### config.mk
export PLATFORM = sky130hd
export DESIGN_NAME = sleep_wake_ctrl
export DESIGN_NICKNAME = d
export VERILOG_FILES = /design/src/rtl/swc_pkg.sv /design/src/rtl/swc_pin_sync.sv /design/src/rtl/swc_wake_arb.sv /design/src/rtl/swc_flags.sv /design/src/rtl/sleep_wake_ctrl.sv
export SDC_FILE = /design/constraint.sdc
export NUM_CORES = 1
export LEC_CHECK = 0
export BUFFER_PORTS_ARGS = -buffer_cell sky130_fd_sc_hd__buf_2
export CAP_MARGIN = 20
export CORE_ASPECT_RATIO = 0.75
export CORE_UTILIZATION = 40
export CTS_BUF_LIST = sky130_fd_sc_hd__clkbuf_16
export CTS_CLUSTER_SIZE = 20
export DETAILED_ROUTE_END_ITERATION = 10
export GPL_TIMING_DRIVEN = 0
export PLACE_DENSITY = 0.65
export SYNTH_ARGS = -nofsm -noshare
export SYNTH_HDL_FRONTEND = slang
export SYNTH_SLANG_ARGS = --single-unit
### constraint.sdc
create_clock -name clk_i -period 1.46 [get_ports clk_i]
set_clock_uncertainty 0.15 [all_clocks]
set_input_delay 0.219 -clock clk_i [delete_from_list [all_inputs] [get_ports clk_i]]
set_output_delay 0.219 -clock clk_i [all_outputs]
set_load 0.05 [all_outputs]
### src/rtl/swc_pkg.sv
package swc_pkg;
  typedef enum logic [1:0] {
    ST_RUN,
    ST_SLEEP,
    ST_WAKE
  } swc_state_e;

  typedef enum logic [2:0] {
    WK_NONE,
    WK_FULL,
    WK_WDT,
    WK_IRQ,
    WK_PIN
  } wake_kind_e;
endpackage

### src/rtl/swc_pin_sync.sv
module swc_pin_sync #(
  parameter int unsigned WIDTH  = 8,
  parameter int unsigned STAGES = 2
) (
  input  logic             clk_i,
  input  logic             rst_ni,
  input  logic [WIDTH-1:0] pin_i,
  output logic [WIDTH-1:0] fall_o
);
  // sh[STAGES-1] is the synchronised level, sh[STAGES] its one-cycle-old copy
  for (genvar g = 0; g < WIDTH; g++) begin : g_pin
    logic [STAGES:0] sh;
    always_ff @(posedge clk_i or negedge rst_ni) begin
      if (!rst_ni) sh <= '1;
      else         sh <= {sh[STAGES-1:0], pin_i[g]};
    end
    assign fall_o[g] = sh[STAGES] & ~sh[STAGES-1];
  end
endmodule

### src/rtl/swc_wake_arb.sv
module swc_wake_arb
  import swc_pkg::*;
#(
  parameter int unsigned WIDTH = 8
) (
  input  swc_state_e       state_i,
  input  logic             ext_rst_i,
  input  logic             wdt_ovf_i,
  input  logic             irq_i,
  input  logic [WIDTH-1:0] fall_i,
  input  logic [WIDTH-1:0] wake_en_i,
  output wake_kind_e       kind_o
);
  logic asleep;
  logic pin_hit;

  assign asleep  = (state_i == ST_SLEEP);
  assign pin_hit = |(fall_i & wake_en_i);

  always_comb begin
    if (ext_rst_i)            kind_o = WK_FULL;
    else if (wdt_ovf_i)       kind_o = WK_WDT;
    else if (asleep && irq_i) kind_o = WK_IRQ;
    else if (asleep && pin_hit) kind_o = WK_PIN;
    else                      kind_o = WK_NONE;
  end
endmodule

### src/rtl/swc_flags.sv
module swc_flags
  import swc_pkg::*;
(
  input  logic       clk_i,
  input  logic       rst_ni,
  input  wake_kind_e kind_i,
  input  logic       enter_sleep_i,
  input  logic       clr_cmd_i,
  output logic       pdf_o,
  output logic       to_o
);
  always_ff @(posedge clk_i or negedge rst_ni) begin
    if (!rst_ni) begin
      pdf_o <= 1'b0;
      to_o  <= 1'b0;
    end else if (kind_i == WK_FULL) begin
      pdf_o <= 1'b0;
      to_o  <= 1'b0;
    end else if (kind_i == WK_WDT) begin
      to_o  <= 1'b1;
    end else if (enter_sleep_i) begin
      pdf_o <= 1'b1;
      to_o  <= 1'b0;
    end else if (clr_cmd_i) begin
      pdf_o <= 1'b0;
    end
  end
endmodule

### src/rtl/sleep_wake_ctrl.sv
module sleep_wake_ctrl
  import swc_pkg::*;
#(
  parameter int unsigned PORT_W      = 8,
  parameter int unsigned SYNC_STAGES = 2
) (
  input  logic              clk_i,
  input  logic              rst_ni,
  input  logic              halt_req_i,
  input  logic              wdt_clr_i,
  input  logic              ext_rst_i,
  input  logic              irq_pend_i,
  input  logic              wdt_ovf_i,
  input  logic [PORT_W-1:0] port_i,
  input  logic [PORT_W-1:0] wake_en_i,
  input  logic              wdt_en_i,
  input  logic              wdt_src_slow_i,
  output logic              sys_clk_en_o,
  output logic              pdf_o,
  output logic              to_o,
  output logic              full_reset_o,
  output logic              wdt_reset_o,
  output logic              resume_o,
  output logic              irq_wake_o,
  output logic              wdt_clr_o,
  output logic              wdt_run_o
);
  swc_state_e        state_q, state_d;
  wake_kind_e        kind;
  logic [PORT_W-1:0] fall;
  logic              running;
  logic              enter_sleep;
  logic              clr_cmd;

  swc_pin_sync #(.WIDTH(PORT_W), .STAGES(SYNC_STAGES)) u_sync (
    .clk_i  (clk_i),
    .rst_ni (rst_ni),
    .pin_i  (port_i),
    .fall_o (fall)
  );

  swc_wake_arb #(.WIDTH(PORT_W)) u_arb (
    .state_i   (state_q),
    .ext_rst_i (ext_rst_i),
    .wdt_ovf_i (wdt_ovf_i),
    .irq_i     (irq_pend_i),
    .fall_i    (fall),
    .wake_en_i (wake_en_i),
    .kind_o    (kind)
  );

  assign running     = (state_q == ST_RUN);
  assign enter_sleep = running && halt_req_i && (kind == WK_NONE);
  assign clr_cmd     = running && wdt_clr_i;

  swc_flags u_flags (
    .clk_i         (clk_i),
    .rst_ni        (rst_ni),
    .kind_i        (kind),
    .enter_sleep_i (enter_sleep),
    .clr_cmd_i     (clr_cmd),
    .pdf_o         (pdf_o),
    .to_o          (to_o)
  );

  always_comb begin
    state_d = state_q;
    unique case (state_q)
      ST_RUN:   if (enter_sleep) state_d = ST_SLEEP;
      ST_SLEEP: if (kind != WK_NONE) state_d = ST_WAKE;
      ST_WAKE:  state_d = ST_RUN;
      default:  state_d = ST_RUN;
    endcase
  end

  always_ff @(posedge clk_i or negedge rst_ni) begin
    if (!rst_ni) begin
      state_q      <= ST_RUN;
      full_reset_o <= 1'b0;
      wdt_reset_o  <= 1'b0;
      resume_o     <= 1'b0;
      irq_wake_o   <= 1'b0;
      wdt_clr_o    <= 1'b0;
    end else begin
      state_q      <= state_d;
      full_reset_o <= (kind == WK_FULL);
      wdt_reset_o  <= (kind == WK_WDT);
      resume_o     <= (kind == WK_PIN);
      irq_wake_o   <= (kind == WK_IRQ);
      wdt_clr_o    <= enter_sleep || clr_cmd;
    end
  end

  assign sys_clk_en_o = running;
  // system-clocked watchdog freezes while the core clock is gated
  assign wdt_run_o    = running ? wdt_en_i : (wdt_en_i & wdt_src_slow_i);
endmodule

==> flow_summary_export.csv <==
group,metric,value,unit
synthesis,ys_ff_latch,33,
layout,drive_above_1_share,60.66,%
worst_setup_path,critPathRequiredTime,1.09,ns
synthesis,ys_types,23,
worst_setup_path,path_max_fanout,3,
global_route,grt_pass1_wl,2760,um
clocking,path_clk_slew,0.05,ns
clocking,htreeDepth,2,
clocking,clock_sinks,33,
floorplan,core_area,0.002421,mm2
layout,area_growth,44.26,%
power,ir_worst_vdd,0.7282,mV
worst_setup_path,critPathTopFamily,"flip-flops",
drt,dr.pass1.iters,4,
synthesis,yosys.area_share.simple,11.82,%
power,p_leak,0.7263,nW
clocking,cts_root_buf,"clkbuf_16",
synthesis,yosys-mux-area-fraction,0,%
global_route,antenna_found_initial,0,
timing,rsz0062_at_grt,"yes",
global_route,grt_overflow,0,
worst_hold_path,hold_path.class,"input pin to flip-flop",
drt,drtIter0Drc,24,
synthesis,synth_xor_xnor_area_share,0,%
place,port-buffer-count,33,
clocking,cts_made_buffers,5,
worst_setup_path,path_cells,"nor2_4, o21a_2, buf_8",
layout,n_antenna_cell,0,
timing,setup_violations,0,
layout,fill_cells,194,
floorplan,dieArea,0.002913,mm2
timing,hold_viol_final,0,
worst_setup_path,cp.arrival,1.07,ns
drt,routed_wirelength,1794,um
synthesis,syn_area_per_cell,15.65,um2
timing,period_needed,1.443,ns
global_route,grt_pass1_vias,667,
synthesis,synth_top_area_share,58.40,%
layout,fin_nets,147,
floorplan,start_util,44.60,%
drt,route.detailed.drc,0,
timing,timing.setup.tns,0,ns
worst_setup_path,cpMaxStageDelayCell,"dfrtp_1",
global_route,grt.total_usage,15.32,%
synthesis,yosys_warnings,0,
synthesis,synthAdderAreaFrac,0,%
global_route,grt_max_degree,34,
synthesis,yosys-top-cells-area,"dfstp_2, dfrtp_1, nand2_1",
job,max_cap_viol_count,0,
clocking,cts_tree,"built",
drt,num_vias,702,
worst_setup_path,path_buf_inv,1,
synthesis,synth_top_cell_by_area,"dfstp_2",
outcome,status,"finished, final reports clean",
floorplan,die_y,47.00,um
drt,ant_nets,0,
worst_setup_path,crit_type,"flip-flop to output pin",
worst_setup_path,max_stage_delay,0.40,ns
synthesis,syn_nets,94,
layout,layout_common_cells,"buf_2, dfstp_2, dfrtp_1, dlygate4sd3_1, nand2_1",
clocking,clk_latency,0.27,ns
floorplan,rows,15,
floorplan,pin_count,34,
worst_setup_path,start_kind,"flip-flop",
layout,design_area,0.001558,mm2
timing,maxSlewViolCount,0,
place,routabilityCongestion,0.7358,
power,powerDensity,1379,mW/mm2
layout,fin_util,64.34,%
timing,slew_headroom,54.43,%
drt,viasPerCell,4.500,
layout,layout_commonest_cell,"buf_2",
clocking,clock_path_buffers,2,
synthesis,synthCells,69,
synthesis,synth_top_family_by_area,"simple AND/OR/NAND/NOR gates",
timing,period_share,98.83,%
synthesis,syn_area,0.001080,mm2
worst_setup_path,cp-end-kind,"output pin",
floorplan,die_x,62.00,um
place,dp_hpwl,1197,um
synthesis,synth_seq_area_share,79.26,%
timing,tightest_slew,0.6835,ns
place,dpl-instance-area,0.001294,mm2
timing,fmax,693.1,MHz
synthesis,synth_compound_area_share,8.227,%
drt,wire_per_inst,11.50,um
==> area by class of cell <==
class	count	area [um2]	area share, %
flip-flops and latches	33	855.8	54.94
plain buffers	1	3.754	0.2410
clock inverters	2	8.758	0.5623
inverters	1	3.754	0.2410
clock buffers	5	125.1	8.032
repair buffers	46	295.3	18.96
well taps	34	42.54	2.731
multi-input cells	34	222.7	14.30
==> flip-flops by register name (all words and copies together), names as in the netlist <==
name	count
full_reset_o	1
u_sync.g_pin.sh	24
resume_o	1
u_flags.to_o	1
state_q	2
wdt_reset_o	1
wdt_clr_o	1
u_flags.pdf_o	1
irq_wake_o	1
==> worst paths after layout <==
kind	from	to	slack, ns	cells after the start
max in group asynchronous	rst_ni	u_flags.pdf_o	0.35	2
max reg2reg	u_sync.g_pin[3].sh[2]	state_q[1]	0.08	4
min in group asynchronous	rst_ni	wdt_clr_o	0.38	2
min	ext_rst_i	u_flags.to_o	0.04	2
max	state_q[1]	wdt_run_o	0.02	3
min reg2reg	u_sync.g_pin[0].sh[0]	u_sync.g_pin[0].sh[1]	0.20	0
==> synth_stat cells, drive strengths merged <==
cell type	count
or2	1
nor2	5
clkbuf	1
o211a	1
and2b	1
o22ai	2
dfrtp	9
and3	1
o22a	1
nor3	2
nand3b	3
o31ai	1
o211ai	1
inv	1
a21oi	3
dfstp	24
o21a	1
nand3	1
a311oi	1
nand2	9
==> cells by family (layout without fill, tap and decap cells) <==
group / count (synthesis) / count (layout)
buf+inv: 2 / 55
simple gates: 23 / 23
compound gates: 11 / 11
flops: 33 / 33
==> per-stage QoR <==
step / hold WS [ns] / std cells / setup slack, ns / power (mW)
finish: 0.04350 / 156 / 0.01715 / 2.148
global route: 0.05849 / 156 / -0.02461 / 2.248
CTS: 0.03804 / 155 / 0.002244 / 2.186
detailed placement: 0.1486 / 136 / 0.09926 / 1.194
global placement: 0.1333 / 136 / 0.1098 / 1.188
floorplan: -0.2266 / 69 / 0.002782 / 1.114
==> repair_timing <==
action	4_1_cts	5_1_grt
pin swaps	1	1
hold buffers	9	0
setup endpoints to repair	2	2
buffers inserted	3	1
gates resized for setup	3	0
endpoints found under the hold margin	17	0
==> per-layer routing <==
layer	vias up	track usage, %	routed length [um]
met1	333	15.43	785
met5	-	0	0
met3	2	10.74	118
met2	29	24.68	867
li1	338	-	-
met4	0	6.667	21
==> report_power, final <==
part           leakage, nW  internal (mW)  switching (mW)
logic                0.286         0.0853           0.120
registers            0.370          0.990          0.0179
clock network       0.0709          0.609           0.326
Note: power is estimated with default switching activity, not from simulation.
